[src/rtl/dpu_alu_pkg.sv]
package dpu_alu_pkg;
  typedef enum logic [1:0] { CIN_ZERO, CIN_ONE, CIN_FLAG } cinSel_e;
  typedef enum logic [2:0] { LG_AND, LG_XOR, LG_OR, LG_BIC, LG_PASSB, LG_NOTB } logicSel_e;

  typedef struct packed {
    logic      isArith;
    logic      invA;
    logic      invB;
    cinSel_e   cinSel;
    logicSel_e logicSel;
    logic      updFlags;
  } aluCtl_t;

  typedef struct packed {
    logic n;
    logic z;
    logic c;
    logic v;
  } aluFlags_t;
endpackage

[src/rtl/dpu_alu_ctrl.sv]
module dpu_alu_ctrl
  import dpu_alu_pkg::*;
(
  input  logic [3:0] opCode,
  input  logic       setFlags,
  input  logic       stepEn,
  output aluCtl_t    ctl,
  output logic       resultWe
);
  logic isCompare;

  assign isCompare = (opCode[3:2] == 2'b10);

  always_comb begin
    ctl          = '0;
    ctl.cinSel   = CIN_ZERO;
    ctl.logicSel = LG_AND;
    unique case (opCode)
      4'd0:  ctl.logicSel = LG_AND;
      4'd1:  ctl.logicSel = LG_XOR;
      4'd2:  begin ctl.isArith = 1'b1; ctl.invB = 1'b1; ctl.cinSel = CIN_ONE;  end
      4'd3:  begin ctl.isArith = 1'b1; ctl.invA = 1'b1; ctl.cinSel = CIN_ONE;  end
      4'd4:  begin ctl.isArith = 1'b1; end
      4'd5:  begin ctl.isArith = 1'b1; ctl.cinSel = CIN_FLAG; end
      4'd6:  begin ctl.isArith = 1'b1; ctl.invB = 1'b1; ctl.cinSel = CIN_FLAG; end
      4'd7:  begin ctl.isArith = 1'b1; ctl.invA = 1'b1; ctl.cinSel = CIN_FLAG; end
      4'd8:  ctl.logicSel = LG_AND;
      4'd9:  ctl.logicSel = LG_XOR;
      4'd10: begin ctl.isArith = 1'b1; ctl.invB = 1'b1; ctl.cinSel = CIN_ONE;  end
      4'd11: begin ctl.isArith = 1'b1; end
      4'd12: ctl.logicSel = LG_OR;
      4'd13: ctl.logicSel = LG_PASSB;
      4'd14: ctl.logicSel = LG_BIC;
      default: ctl.logicSel = LG_NOTB;
    endcase
    ctl.updFlags = stepEn && (setFlags || isCompare);
  end

  assign resultWe = stepEn && !isCompare;
endmodule

[src/rtl/dpu_alu_path.sv]
module dpu_alu_path
  import dpu_alu_pkg::*;
#(
  parameter int WIDTH = 32
) (
  input  logic             clk,
  input  logic             rstN,
  input  logic [WIDTH-1:0] opA,
  input  logic [WIDTH-1:0] opB,
  input  logic             shiftCarry,
  input  aluCtl_t          ctl,
  output logic [WIDTH-1:0] result,
  output aluFlags_t        flagQ
);
  localparam int MSB = WIDTH - 1;

  logic [WIDTH-1:0] addX, addY, logicRes;
  logic [WIDTH:0]   sumFull;
  logic             carryIn, overflow;
  aluFlags_t        flagD;

  always_comb begin
    addX = ctl.invA ? ~opA : opA;
    addY = ctl.invB ? ~opB : opB;
    unique case (ctl.cinSel)
      CIN_ONE:  carryIn = 1'b1;
      CIN_FLAG: carryIn = flagQ.c;
      default:  carryIn = 1'b0;
    endcase
    sumFull  = {1'b0, addX} + {1'b0, addY} + {{WIDTH{1'b0}}, carryIn};
    overflow = (addX[MSB] == addY[MSB]) && (sumFull[MSB] != addX[MSB]);
  end

  always_comb begin
    unique case (ctl.logicSel)
      LG_XOR:   logicRes = opA ^ opB;
      LG_OR:    logicRes = opA | opB;
      LG_BIC:   logicRes = opA & ~opB;
      LG_PASSB: logicRes = opB;
      LG_NOTB:  logicRes = ~opB;
      default:  logicRes = opA & opB;
    endcase
  end

  assign result = ctl.isArith ? sumFull[MSB:0] : logicRes;

  always_comb begin
    flagD.n = result[MSB];
    flagD.z = (result == '0);
    flagD.c = ctl.isArith ? sumFull[WIDTH] : shiftCarry;
    flagD.v = ctl.isArith ? overflow : flagQ.v;
  end

  always_ff @(posedge clk or negedge rstN) begin
    if (!rstN)             flagQ <= '0;
    else if (ctl.updFlags) flagQ <= flagD;
  end
endmodule

[src/rtl/dpu_alu.sv]
module dpu_alu
  import dpu_alu_pkg::*;
#(
  parameter int WIDTH = 32
) (
  input  logic             clk,
  input  logic             rstN,
  input  logic [WIDTH-1:0] opA,
  input  logic [WIDTH-1:0] opB,
  input  logic [3:0]       opCode,
  input  logic             setFlags,
  input  logic             shiftCarry,
  input  logic             stepEn,
  output logic [WIDTH-1:0] result,
  output logic             resultWe,
  output logic [3:0]       flags
);
  aluCtl_t   ctl;
  aluFlags_t flagQ;

  dpu_alu_ctrl u_ctrl (
    .opCode   (opCode),
    .setFlags (setFlags),
    .stepEn   (stepEn),
    .ctl      (ctl),
    .resultWe (resultWe)
  );

  dpu_alu_path #(.WIDTH(WIDTH)) u_path (
    .clk        (clk),
    .rstN       (rstN),
    .opA        (opA),
    .opB        (opB),
    .shiftCarry (shiftCarry),
    .ctl        (ctl),
    .result     (result),
    .flagQ      (flagQ)
  );

  assign flags = flagQ;
endmodule

[config.mk]
export PLATFORM = sky130hd
export DESIGN_NAME = dpu_alu
export DESIGN_NICKNAME = d
export VERILOG_FILES = /design/src/rtl/dpu_alu_pkg.sv /design/src/rtl/dpu_alu_ctrl.sv /design/src/rtl/dpu_alu_path.sv /design/src/rtl/dpu_alu.sv
export SDC_FILE = /design/constraint.sdc
export NUM_CORES = 1
export LEC_CHECK = 0
export BUFFER_PORTS_ARGS = -buffer_cell sky130_fd_sc_hd__buf_4
export CORE_MARGIN = 5
export CORE_UTILIZATION = 40
export DETAILED_ROUTE_END_ITERATION = 8
export PLACE_DENSITY = 0.7
export SETUP_SLACK_MARGIN = 0.3
export SLEW_MARGIN = 5
export SYNTH_ARGS = -nofsm -noshare
export SYNTH_HDL_FRONTEND = slang
export SYNTH_SLANG_ARGS = --single-unit
[constraint.sdc]
create_clock -name clk -period 6.4 [get_ports clk]
set_input_delay 0.96 -clock clk [delete_from_list [all_inputs] [get_ports clk]]
set_output_delay 0.96 -clock clk [all_outputs]
set_load 0.05 [all_outputs]
== Word level (Yosys, flattened, before mapping) ==
Index checks and enable logic that the tools add are counted.

* Bits in registers: 4
* Bits of input ports: 73

* Eq/ne operators: 24
* Reductions and logical operators: 15
* Multiplexer cells: 11
* Add/subtract/negate cells: 2
* Bitwise gates (word level): 6

{| class="wikitable"
|+ Operators by type and width
! kind !! count
|-
| one-hot mux 32 bit (5 select lines) || 1
|-
| 2-to-1 mux 32 bit || 3
|-
| bitwise AND 32 bit || 2
|-
| inverter 32 bit || 2
|-
| adder 32 x 32 -> 33 bit || 1
|-
| adder 33 x 1 -> 33 bit || 1
|-
| logical NOT 32 bit || 1
|-
| OR 32 bit || 1
|-
| bitwise XOR 32 bit || 1
|-
| equality test 4 bit (second input constant) || 7
|-
| equality test 4 x 3 -> 1 bit (second input constant) || 4
|-
| one-hot mux 3 bit (5 select lines) || 1
|-
| OR reduction 10 bit || 1
|-
| OR reduction 3 bit || 3
|-
| equality test 4 x 2 -> 1 bit (second input constant) || 2
|-
| OR reduction 8 bit || 1
|-
| equality test 3 x 2 -> 1 bit (second input constant) || 2
|-
| equality test 3 bit (second input constant) || 2
|-
| equality test 2 bit (second input constant) || 2
|-
| equality test 4 x 1 -> 1 bit (second input constant) || 1
|-
| logical NOT 4 bit || 1
|-
| 2-to-1 mux 1 bit || 4
|-
| one-hot mux 2 bit (2 select lines) || 1
|-
| OR reduction 2 bit || 2
|-
| 9 further kinds || 11
|}

== Depth between registers and ports, before layout ==
Gate-level depths: netlist of the first run.

* Depth in word-level cells: 8
* Depth in mapped cells: 23
* Depth with buffers taken out: 19

== By module ==
A second synthesis of the first run with hierarchy kept.

* Cells, all modules: 850
* Area total of the unflattened synthesis: 5522.8 um^2

{| class="wikitable"
|+ Modules (own cells, without submodules)
! module !! cells an instance !! area each (um^2) !! instances !! seq. area each (um^2)
|-
| dpu_alu_path || 833 || 5420.2 || 1 || 100.1
|-
| dpu_alu_ctrl || 17 || 102.6 || 1 || 0.0
|}

== Least setup slack after synthesis of the first run ==
No wires, ideal clock.

* Path type: input port to output port
* Start: in opCode[0]
* End: out result[28]
* Path buffers: 4
* Arrival time: 5.518 ns
* Setup slack: -0.078 ns
* Data required time: 5.440 ns
* Stages on the path: 17
* Path through: buf_2 -> buf_2 -> buf_1 -> buf_1 -> a211o_1 -> ha_1 -> or2_2 -> fa_1 -> inv_1 -> fa_1 -> a211oi_2 -> o21ai_1 -> nand3_1 -> a211o_1 -> a31o_1 -> a32oi_1 -> a21boi_0

* Word-level cells in the longest chain between the ends: 7
* Elaborated cells on any way between the ends: 41
* Those cells by class: add/sub (2); eq/ne (21); mux (10); reduce/logical (8)

{| class="wikitable"
|+ Ends and longest elaborated chain
! what !! RTL line !! text
|-
| start, declared || dpu_alu.sv:10 || <nowiki>input logic [3:0] opCode,</nowiki>
|-
| equality test 4 x 2 -> 1 bit (tied with other cells) || dpu_alu_ctrl.sv:18 || <nowiki>unique case (opCode)</nowiki>
|-
| OR reduction 3 bit (no source line) or OR reduction 2 bit (tied branches) || -- ||
|-
| 2-to-1 mux 1 bit or one-hot mux 2 bit (2 select lines) (tied branches) || dpu_alu_ctrl.sv:18 ||
|-
| 2-to-1 mux 32 bit (tied with other cells) || dpu_alu_path.sv:24 || <nowiki>addY = ctl.invB ? ~opB : opB;</nowiki>
|-
| adder 32 x 32 -> 33 bit or one-hot mux 1 bit (2 select lines) (tied branches) || dpu_alu_path.sv:30, dpu_alu_path.sv:25 ||
|-
| adder 33 x 1 -> 33 bit || dpu_alu_path.sv:30 || <nowiki>sumFull = {1'b0, addX} + {1'b0, addY} + {{WIDTH{1'b0}}, carryIn};</nowiki>
|-
| 2-to-1 mux 32 bit * || dpu_alu_path.sv:45 || <nowiki>assign result = ctl.isArith ? sumFull[MSB:0] : logicRes;</nowiki>
|-
| end, declared || dpu_alu.sv:14 || <nowiki>output logic [WIDTH-1:0] result,</nowiki>
|}

Every way passes the cells marked *; elsewhere a longest branch is shown, timed or not.

== Worst setup path in the final report of the first run ==
* Start: in opCode[0]
* End: out result[30]

The elaborated chain is that of the path after synthesis.

==> summary.md, run 1 <==
| Metric | Value |
|---|---|
| Vias/cell | between 6 and 7 |
| RR Endpoint | u_path.flagQ[2]$_DFFE_PN0P_ |
| Mapped Avg Cell Area | around 6.6 um^2 |
| Crit Path Category | input port to output pin |
| Pin slew with the least headroom to its limit | between 0.8 and 0.9 ns |
| Max IR drop VDD | approximately 0.11 mV |
| Gr usage total | a little under a quarter |
| Switching pwr | 728 uW |
| Final HPWL DP | about 16,000 um |
| # IOs | 110 |
| Yosys warnings | 0 |
| Vias | between 6k and 7k |
| Reg2Reg Setup Slack | around 2.4 ns |
| Die footprint | roughly 0.017 mm^2 |
| Number of global-route vias before repair | approximately 6k |
| #FFs+latches synth | 4 |
| Worst Path Arrival | 4.88 ns |
| Post-synth top area share | between 10% and 20% |
| Slew Viols, Final | 0 |
| Final setup violation count | 0 |
| Status | finished clean |
| Synthesized area | around 0.0056 mm^2 |
| Critical Path Source Type | input port |
| Reg2reg path depth | 13 |
| First-pass GRT wire length | around 32,000 um |
| Post-CTS sizing | 0 |
| Setup TNS | 0 ns |
| Die Span X | ~130 um |
| P_leak | around 0.0030 uW |
| Reg-to-reg startpoint | u_path.flagQ[1]$_DFFE_PN0P_ |
| Sw frac | roughly three fifths |
| Post-synthesis cell count | 855 |
| Core area | between 0.01 and 0.015 mm^2 |
| Peak Freq | 0.171 GHz |
| Clock Latency Late Sink | 0.22 ns |
| Commonest non-fill, non-tap cell in the layout | buf_4 |
| Die height | roughly 130 um |
| Logic pwr share | about nine tenths |
| Max reg flops | 4 |
| Share of layout cells above drive strength 1 | between 10% and 20% |
| Number of buffers created by CTS | 3 |
| Longest Clk Path Bufs | 2 |
| Tot Pwr | approximately 1200 uW |
| Max Cap Viol | 0 |
| Most frequent cells in the layout | buf_4 (128), xnor2_1 (82), inv_1 (79) |
| Critical Path Fanout Max | 27 |
| Post-synth top area cell | ha_1 |
| Clock Skews | 0.00189 ns |
| Number of buffers added on ports | 109 |
| Sequential power share | around 2.8% |
| Post-route cell area | between 0.006 and 0.007 mm^2 |
| Total Wirelength | approximately 20,000 um |
| Cell Area, Placed | between 0.006 and 0.007 mm^2 |
| Final hold viol count | 0 |
| Site row count | 43 |
| Power Density | 185 mW/mm^2 |
| Library cells used by synthesis | 78 |
| Post-synth ARST share | 100% |
| Final ANT Viol Nets | 0 |
| Initial antenna violation count | 0 |
| DP Cell Count | between 1k and 1.5k |
| Initial core utilization | 40.7% |
| Worst hold start | u_path.flagQ[2]$_DFFE_PN0P_ |
| WHS Path Cells | 1 |
| CTS Root Cell | clkbuf_16 |
| Detailed Routing Iterations Pass 1 | 5 |
| Avg WL per Cell | 18.5 um |
| Final cell count without fillers | between 1k and 1.5k |
| # hold bufs at CTS | 0 |
| GRT overflow | 0 |
| Largest net degree at the start of global routing | 64 |
| Leading registers by flop count | u_path.flagQ: 4 flops |
| # diodes | 0 |
| Clock tree sinks | 4 |
| Clock transition at the registers of the reported paths | about 0.030 ns |
| Ys flop type | dfrtp_1 |
| GP Congestion | roughly 1.0 |
| Syn Nets | approximately 1,000 |
| Post-synth EDFFs | 0 |
| Clock network power share | between 7 and 8% |
| Drt drc | 0 |
| Element type at the critical path end | output pin |
| Unrepaired setup endpoints after global routing | false |
| Worst Path Required | 5.44 ns |
| Worst hold endpoint | u_path.flagQ[2]$_DFFE_PN0P_ |
| Biggest register | u_path.flagQ |
| Final period util | around nine tenths |
| Slew HR | between 40 and 50% |
| Synth top area cells | ha_1 (14%), xnor2_1 (13%), a21oi_1 (6.5%) |
| Internal power | 498 uW |
| CTS tree | done |
| Type of the worst min-delay path | flip-flop to flip-flop |
| Iteration-0 DRC count of the detailed router | slightly below 700 |
| H-tree Lvls | 1 |
| Sequential-to-total area share from yosys stat | 1.78% |
| Postcts setup bufs | 0 |
| Final #Nets | approximately 1.1k |
| Area Growth Syn to Fin | 17.5% |
| Crit path time final | between 5 and 6 ns |
[cell usage after synthesis, types with 11 or more instances]
cell type  instances
clkbuf_1          17
nand2_1           78
nor3_1            17
buf_2             29
a21oi_1           73
ha_1              65
a31oi_1           13
nand4_1           11
nand3_1           15
o31ai_1           11
o21ai_0           55
nor2b_1           12
xor2_1            14
a21o_1            14
nor2_1            59
xnor2_1           82
inv_1             79
o21ai_1           11
[critical path, cell delays in order]
cell,delay (ns)
buf_4,0.20
or2_2,0.33
and2_1,0.16
ha_1,0.26
or2_2,0.30
fa_1,0.38
inv_1,0.08
fa_1,0.22
a211oi_2,0.10
o21ai_1,0.23
nand3_1,0.20
a211o_1,0.38
a31o_1,0.27
o31ai_2,0.27
mux2i_1,0.27
nand2_1,0.07
buf_4,0.19
[worst max path at each step]
stage,slack (ns),to,from
finish,0.56,result[30],opCode[0]
global route,0.37,result[30],opCode[0]
CTS,0.49,result[30],opCode[0]
detailed placement,0.51,result[30],opCode[0]
global placement,0.57,result[30],opCode[0]
floorplan,0.30,result[28],opCode[0]
[cell type report]
type | count | area (um^2)
well taps | 180 | 225
repair buffers | 128 | 961
multi-input cells | 710 | 4950
clock buffers | 3 | 75.1
inverters | 80 | 300
flip-flops and latches | 4 | 100
fillers | 1463 | 7210
[logic make-up (layout without fill, tap and decap cells)]
group                      Yosys count  after routing  synth area share [%]
AOI/OAI and AO/OA                  288            288                  34.2
xor gates and xnor gates            96             96                  14.9
adders and majority gates           67             67                  15.2
buffers and inverters              141            211                  10.4
DFF                                  4              4                  1.78
muxes                               12             12                  2.18
and+or+nand+nor                    247            247                  21.3
[through the flow]
step	utilization, %	setup WS (ns)	hold WS [ns]
2_1_floorplan	-	0.299	0.664
3_3_place_gp	47.3	0.570	0.467
3_5_place_dp	47.3	0.515	0.472
4_1_cts	47.8	0.492	0.481
5_1_grt	47.8	0.369	0.504
6_report	47.8	0.555	0.485
[power groups by stage]
stage / sequential, uW / combinational (uW) / clock, uW
floorplan: 51.6 / 761 / 0
CTS: 34.0 / 1080 / 98.8
global route: 34.3 / 1170 / 101
finish: 33.9 / 1090 / 97.0
global placement: 34.2 / 1070 / 0
detailed placement: 34.3 / 1070 / 0
[layer usage]
layer	track usage, %	wire length (um)	vias up
met2	37.5	9360	368
met5	0	0	-
li1	-	-	3228
met4	4.39	351	0
met1	33.6	8660	3179
met3	2.16	2030	28
No activity file was read; power rests on OpenSTA's default activity.
==> run 2, diff against run 1 <==
--- a/config.mk
+++ b/config.mk
@@ -5,7 +5,7 @@
 export SDC_FILE = /design/constraint.sdc
 export NUM_CORES = 1
 export LEC_CHECK = 0
-export BUFFER_PORTS_ARGS = -buffer_cell sky130_fd_sc_hd__buf_4
+export BUFFER_PORTS_ARGS = -buffer_cell sky130_fd_sc_hd__buf_2
 export CORE_MARGIN = 5
 export CORE_UTILIZATION = 40
 export DETAILED_ROUTE_END_ITERATION = 8
==> summary.md, run 2 (synthesis gave the netlist of run 1 again) <==
| Metric | Value |
|---|---|
| Status | finished clean |
| Final hold viol count | 0 (unchanged) |
| CP startpoint | opCode[0] |
| Met1 Usage GRT | 34.0% (+0.34 points) |
| Drt drc | 0 (unchanged) |
| Final setup violation count | 0 (unchanged) |
| Largest stage delay, worst path | 0.42 ns (+0.04 ns) |
| Tot Pwr | 1180 uW (-3.8%) |
| Slew Viols, Final | 0 (unchanged) |
| Dpl ws | 0.509 ns (-0.00548 ns) |
| Final period util | 92.4% (+1.0 points) |
| Die Span X | 129 um (unchanged) |
| Crit path time final | 5.91 ns (+0.0665 ns) |
| Number of global-route vias before repair | 6,030 (+0.68%) |
| Biggest register | u_path.flagQ |
| Longest Clk Path Bufs | 2 (unchanged) |
| Element type at the critical path end | output pin |
| Final HPWL DP | 15,700 um (-0.69%) |
| Number of buffers created by CTS | 3 (unchanged) |
| # diodes | 0 (unchanged) |
| Leading registers by flop count | u_path.flagQ: 4 flops |
| Number of buffers added on ports | 109 (unchanged) |
| Slew HR | 31.3% (-12 points) |
| Vias | 6,746 (-0.84%) |
| RR Endpoint | u_path.flagQ[2]$_DFFE_PN0P_ |
| # IOs | 110 (unchanged) |
| Clock tree sinks | 4 (unchanged) |
| Pin slew with the least headroom to its limit | 1.03 ns (+0.187 ns) |
| Crit Path Category | input port to output pin |
| Worst Setup EP | result[30] |
| Initial antenna violation count | 0 (unchanged) |
| Clock Skews | 0.00182 ns (-0.0000693 ns) |
| GP Congestion | 1.01 (+0.46%) |
| Reg2reg path depth | 15 (+2) |
| Core area | 0.0138 mm^2 (unchanged) |
| Sw frac | 61.8% (+2.4 points) |
| Area Growth Syn to Fin | 12.8% |
| Commonest non-fill, non-tap cell in the layout | buf_2 |
| Die footprint | 0.0166 mm^2 (unchanged) |
| Switching pwr | 729 uW (+0.13%) |
| # hold bufs at CTS | 0 (unchanged) |
| Sequential power share | 2.9% (about the same) |
| Setup TNS | 0 ns (unchanged) |
| Clock transition at the registers of the reported paths | 0.03 ns (about the same) |
| P_leak | 0.00296 uW (-2.8%) |
| Largest net degree at the start of global routing | 40 (-38%) |
| Reg2Reg Setup Slack | 2.46 ns (+0.03 ns) |
| Iteration-0 DRC count of the detailed router | 795 (+16%) |
| Clock network power share | 8.4% (+0.5 points) |
| Critical Path Fanout Max | 31 (+15%) |
| Die height | 129 um (unchanged) |
| Crit-path cells | buf_2 -> buf_4 -> nand2_1 -> or2_2 -> xnor2_1 -> fa_1 -> inv_1 -> fa_1 -> a211oi_2 -> o21ai_1 -> nand3_1 -> a211o_1 -> a31o_1 -> o31ai_2 -> mux2i_1 -> nand2_1 -> buf_2 |
| Most frequent cells in the layout | buf_2 (109), xnor2_1 (82), inv_1 (79) |
| Reg-to-reg startpoint | u_path.flagQ[1]$_DFFE_PN0P_ |
| Peak Freq | 0.169 GHz (-1.1%) |
| Max IR drop VDD | 0.100 mV (-7.3%) |
| H-tree Lvls | 1 (unchanged) |
| Unrepaired setup endpoints after global routing | false |
| Logic pwr share | 88.7% (-0.6 points) |
| Critical Path Source Type | input port |
| CTS Root Cell | clkbuf_16 |
| Share of layout cells above drive strength 1 | 16.4% (unchanged) |
| Detailed Routing Iterations Pass 1 | 6 (+1) |
| Worst Path Arrival | 4.95 ns (+0.07 ns) |
| Worst setup margin | 0.489 ns (-0.0665 ns) |
| Vias/cell | 6.10 (-0.84%) |
| GR Util met3 | 2.03% (-0.12 points) |
| Fill cell count | 1,438 (-1.7%) |
| Initial core utilization | 40.7% (unchanged) |
| Final ANT Viol Nets | 0 (unchanged) |
| Crit-path slowest cell | fa_1 |
| Avg WL per Cell | 18.6 um (+0.52%) |
| Total Wirelength | 20,500 um (+0.52%) |
| Max reg flops | 4 (unchanged) |
| First-pass GRT wire length | 32,000 um (+1.2%) |
| Gr busiest metal | met2 |
| CTS tree | done |
| Site row count | 43 (unchanged) |
| GR Util met2 | 38.7% (+1.2 points) |
| Power Density | 186 mW/mm^2 (+0.14%) |
| Max Cap Viol | 0 (unchanged) |
| Clock Latency Late Sink | 0.22 ns (about the same) |
| Internal power | 450 uW (-9.5%) |
| Type of the worst min-delay path | flip-flop to flip-flop |
| GRT overflow | 0 (unchanged) |
| Gr usage total | 23.5% (+0.36 points) |
| Final #Nets | 1,067 (unchanged) |
| Postcts setup bufs | 0 (unchanged) |
| Worst Path Required | 5.44 ns (about the same) |
-- run 2: cell count changes in the layout (fill, tap and decap cells not counted) --
| cell | delta |
|---|---|
| buf_2 | +109 |
| buf_4 | -110 |
| buf_12 | +1 |
-- run 2: layer usage --
layer / routed length, um / vias up
met2: 9290 / 369
met1: 9140 / 3117
li1: - / 3236
met5: 0 / -
met4: 248 / 0
met3: 1830 / 24
-- run 2: how the worst min path moves through the flow --
stage | start | to | cells past startpoint
6_report | u_path.flagQ[2]$_DFFE_PN0P_ | u_path.flagQ[2]$_DFFE_PN0P_ | 1
5_1_grt | u_path.flagQ[2]$_DFFE_PN0P_ | u_path.flagQ[2]$_DFFE_PN0P_ | 1
4_1_cts | u_path.flagQ[2]$_DFFE_PN0P_ | u_path.flagQ[2]$_DFFE_PN0P_ | 1
3_5_place_dp | u_path.flagQ[2]$_DFFE_PN0P_ | u_path.flagQ[2]$_DFFE_PN0P_ | 1
3_3_place_gp | u_path.flagQ[2]$_DFFE_PN0P_ | u_path.flagQ[2]$_DFFE_PN0P_ | 1
2_1_floorplan | rstN | u_path.flagQ[0]$_DFFE_PN0P_ | 0
-- run 2: what timing repair did --
action / 4_1_cts / 5_1_grt
resized for setup: 0 / 1
hold endpoints to repair: 0 / 0
endpoints found under the setup margin: 0 / 1
-- run 2: power by group through the flow --
| stage | registers (uW) | logic [uW] | clock network, uW |
|---|---|---|---|
| finish | 34.2 | 1050 | 98.6 |
| floorplan | 51.6 | 761 | 0 |
| global placement | 33.8 | 1020 | 0 |
| global route | 34.2 | 1130 | 101 |
| detailed placement | 34.2 | 1020 | 0 |
| CTS | 34.0 | 1030 | 97.9 |
-- run 2: final cells by class --
type                    count  area (um^2)  area share (%)
multi-input cells         710         4950            77.9
repair buffers            128          701            11.0
inverters                  80          300            4.73
well taps                 180          225            3.54
flip-flops and latches      4          100            1.58
clock buffers               3         75.1            1.18
-- run 2: critical path: cells and delay by family --
kind	cells	cell delay (ns)
AO/OA/AOI/OAI	5	1.26
XOR/XNOR	1	0.16
adder cells (fa/ha/maj)	2	0.64
buffers and inverters	4	0.74
multiplexers	1	0.27
AND/OR/NAND/NOR	4	0.92
-- run 2: stage by stage --
| stage | instances | instance area, um^2 | hold slack (ns) | util [%] |
|---|---|---|---|---|
| after global placement | 1102 | 6270 | 0.458 | 45.4 |
| after detailed placement | 1102 | 6270 | 0.465 | 45.4 |
| after floorplan | 855 | 5630 | 0.664 | - |
| after global routing | 1105 | 6350 | 0.503 | 46.0 |
| final | 1105 | 6350 | 0.492 | 46.0 |
| after CTS | 1105 | 6350 | 0.492 | 45.9 |
==> run 3, diff against run 2 <==
--- a/config.mk
+++ b/config.mk
@@ -9,6 +9,7 @@
 export CORE_MARGIN = 5
 export CORE_UTILIZATION = 40
 export DETAILED_ROUTE_END_ITERATION = 8
+export MAX_ROUTING_LAYER = met4
 export PLACE_DENSITY = 0.7
 export SETUP_SLACK_MARGIN = 0.3
 export SLEW_MARGIN = 5
==> summary.md, run 3 (synthesis gave the netlist of run 1 again) <==
| Metric | Value |
|---|---|
| Detailed Routing Iterations Pass 1 | 7 (+1) |
| CTS tree | done |
| Unrepaired setup endpoints after global routing | false |
| Reg-to-reg startpoint | u_path.flagQ[1]$_DFFE_PN0P_ |
| P_leak | 0.00294 uW (-0.41%) |
| # diodes | 0 (unchanged) |
| Initial antenna violation count | 0 (unchanged) |
| RR Endpoint | u_path.flagQ[2]$_DFFE_PN0P_ |
| GR Util met3 | 2.62% (+0.58 points) |
| Die footprint | 0.0166 mm^2 (unchanged) |
| Slew HR | 36.6% (+5.2 points) |
| Final HPWL DP | 15,800 um (about the same) |
| Reg2reg path depth | 15 (unchanged) |
| Worst Path Arrival | 4.86 ns (-0.09 ns) |
| Clock Skews | 0.00372 ns (+0.00191 ns) |
| GP Congestion | 1.04 (+2.2%) |
| Commonest non-fill, non-tap cell in the layout | buf_2 |
| Site row count | 43 (unchanged) |
| # hold bufs at CTS | 0 (unchanged) |
| Share of layout cells above drive strength 1 | 16.2% (-0.20 points) |
| Number of global-route vias before repair | 6,118 (+1.5%) |
| Largest net degree at the start of global routing | 50 (+25%) |
| Avg WL per Cell | 18.6 um (about the same) |
| Vias | 6,680 (-0.98%) |
| Total Wirelength | 20,500 um (about the same) |
| Worst hold start | u_path.flagQ[2]$_DFFE_PN0P_ |
| Peak Freq | 0.172 GHz (+1.5%) |
| Final cell count without fillers | 1,104 (-0.090%) |
| Vias/cell | 6.05 (-0.89%) |
| Number of buffers added on ports | 109 (unchanged) |
| Reg2Reg Setup Slack | 2.56 ns (+0.10 ns) |
| Final hold viol count | 0 (unchanged) |
| Clock tree sinks | 4 (unchanged) |
| Final core occ | 45.8% (-0.18 points) |
| Critical Path Fanout Max | 5 (-84%) |
| Biggest register | u_path.flagQ |
| Post-CTS sizing | 0 (unchanged) |
| Final period util | 91.0% (-1.4 points) |
| Fill cell count | 1,493 (+3.8%) |
| Number of buffers created by CTS | 3 (unchanged) |
| Crit Path Category | input port to output pin |
| Drt drc | 0 (unchanged) |
| WHS Path Cells | 1 (unchanged) |
| Final #Nets | 1,066 (-0.094%) |
| GRT overflow | 0 (unchanged) |
| Max IR drop VDD | 0.106 mV (+5.7%) |
| Met1 Usage GRT | 33.7% (-0.23 points) |
| Postcts setup bufs | 0 (unchanged) |
| Longest Clk Path Bufs | 2 (unchanged) |
| # IOs | 110 (unchanged) |
| GR Util met2 | 38.1% (-0.58 points) |
| Element type at the critical path end | output pin |
| Worst hold endpoint | u_path.flagQ[2]$_DFFE_PN0P_ |
| Initial core utilization | 40.7% (unchanged) |
| Crit-path slowest cell | fa_1 |
| Gr usage total | 24.2% (+0.62 points) |
| Die Span X | 129 um (unchanged) |
| Leading registers by flop count | u_path.flagQ: 4 flops |
| Max Cap Viol | 0 (unchanged) |
| Final setup violation count | 0 (unchanged) |
| Status | finished clean |
| Worst Path Required | 5.44 ns (about the same) |
| Most frequent cells in the layout | buf_2 (109), xnor2_1 (82), inv_1 (79) |
| Area Growth Syn to Fin | 12.4% |
| Type of the worst min-delay path | flip-flop to flip-flop |
| DP Cell Count | 1,101 (-0.091%) |
| CTS Root Cell | clkbuf_16 |
| Max reg flops | 4 (unchanged) |
| Crit path time final | 5.82 ns (-0.0900 ns) |
| Crit-path cells | buf_2 -> or2_2 -> and2_1 -> ha_1 -> or2_2 -> fa_1 -> inv_1 -> fa_1 -> a211oi_2 -> o21ai_1 -> nand3_1 -> a211o_1 -> a31o_1 -> o31ai_1 -> mux2i_1 -> nand2_1 -> buf_2 |
| H-tree Lvls | 1 (unchanged) |
| Gr busiest metal | met2 |
| Setup TNS | 0 ns (unchanged) |
| Die height | 129 um (unchanged) |
| Core area | 0.0138 mm^2 (unchanged) |
| Clock Latency Late Sink | 0.23 ns (about the same) |
| Pin slew with the least headroom to its limit | 0.950 ns (-0.0775 ns) |
| Largest stage delay, worst path | 0.38 ns (-0.04 ns) |
| Power Density | 185 mW/mm^2 (about the same) |
| Critical Path Source Type | input port |
| Clock transition at the registers of the reported paths | 0.03 ns (about the same) |
| Slew Viols, Final | 0 (unchanged) |
| Final ANT Viol Nets | 0 (unchanged) |
| Iteration-0 DRC count of the detailed router | 638 (-20%) |
| First-pass GRT wire length | 32,100 um (+0.56%) |
[run 3: cell types whose count changed in the layout (fill, tap and decap cells not counted), sizes merged]
cell | before | now
buf | 128 | 127
[run 3: per-layer routing]
| metal | wire [um] | vias up | share of wire [%] |
|---|---|---|---|
| met4 | 376 | 0 | 1.8 |
| met5 | 0 | - | 0 |
| met2 | 9200 | 307 | 45 |
| li1 | - | 3225 | - |
| met3 | 1700 | 33 | 8.3 |
| met1 | 9220 | 3115 | 45 |
[run 3: stage by stage]
step,worst slack [ns],total power [uW],area (um^2),hold slack [ns]
floorplan,0.299,813,5630,0.664
CTS,0.624,1160,6330,0.476
finish,0.579,1170,6330,0.474
global placement,0.660,1060,6250,0.460
detailed placement,0.644,1060,6250,0.465
global route,0.326,1260,6330,0.490
[run 3: report_power, final]
group          total (uW)  internal (uW)  switching, uW
Clock                98.0           79.9           18.1
Combinational        1040            338            703
Sequential           34.4           30.6           3.83
Total                1170            449            725
[run 3: area by class of cell]
cell class                      count  area, um^2  share of cell area [%]
Inverter                           80         300                    4.74
Tap cell                          180         225                    3.56
Clock buffer                        3        75.1                    1.19
Multi-Input combinational cell    710        4950                    78.2
Timing Repair Buffer              127         681                    10.8
Sequential cell                     4         100                    1.58
[run 3: worst max path at each step]
| stage | endpoint | slack, ns | startpoint |
|---|---|---|---|
| 2_1_floorplan | result[28] | 0.30 | opCode[0] |
| 3_3_place_gp | result[30] | 0.66 | opCode[0] |
| 3_5_place_dp | result[30] | 0.64 | opCode[0] |
| 4_1_cts | result[30] | 0.62 | opCode[0] |
| 5_1_grt | result[30] | 0.33 | opCode[0] |
| 6_report | result[30] | 0.58 | opCode[0] |
[run 3: critical path, delay by kind of cell]
family / cells / cell delay (ns)
AOI/OAI and AO/OA: 5 / 1.30
and+or+nand+nor: 5 / 1.05
buffers and inverters: 3 / 0.41
adders and majority gates: 3 / 0.87
muxes: 1 / 0.27
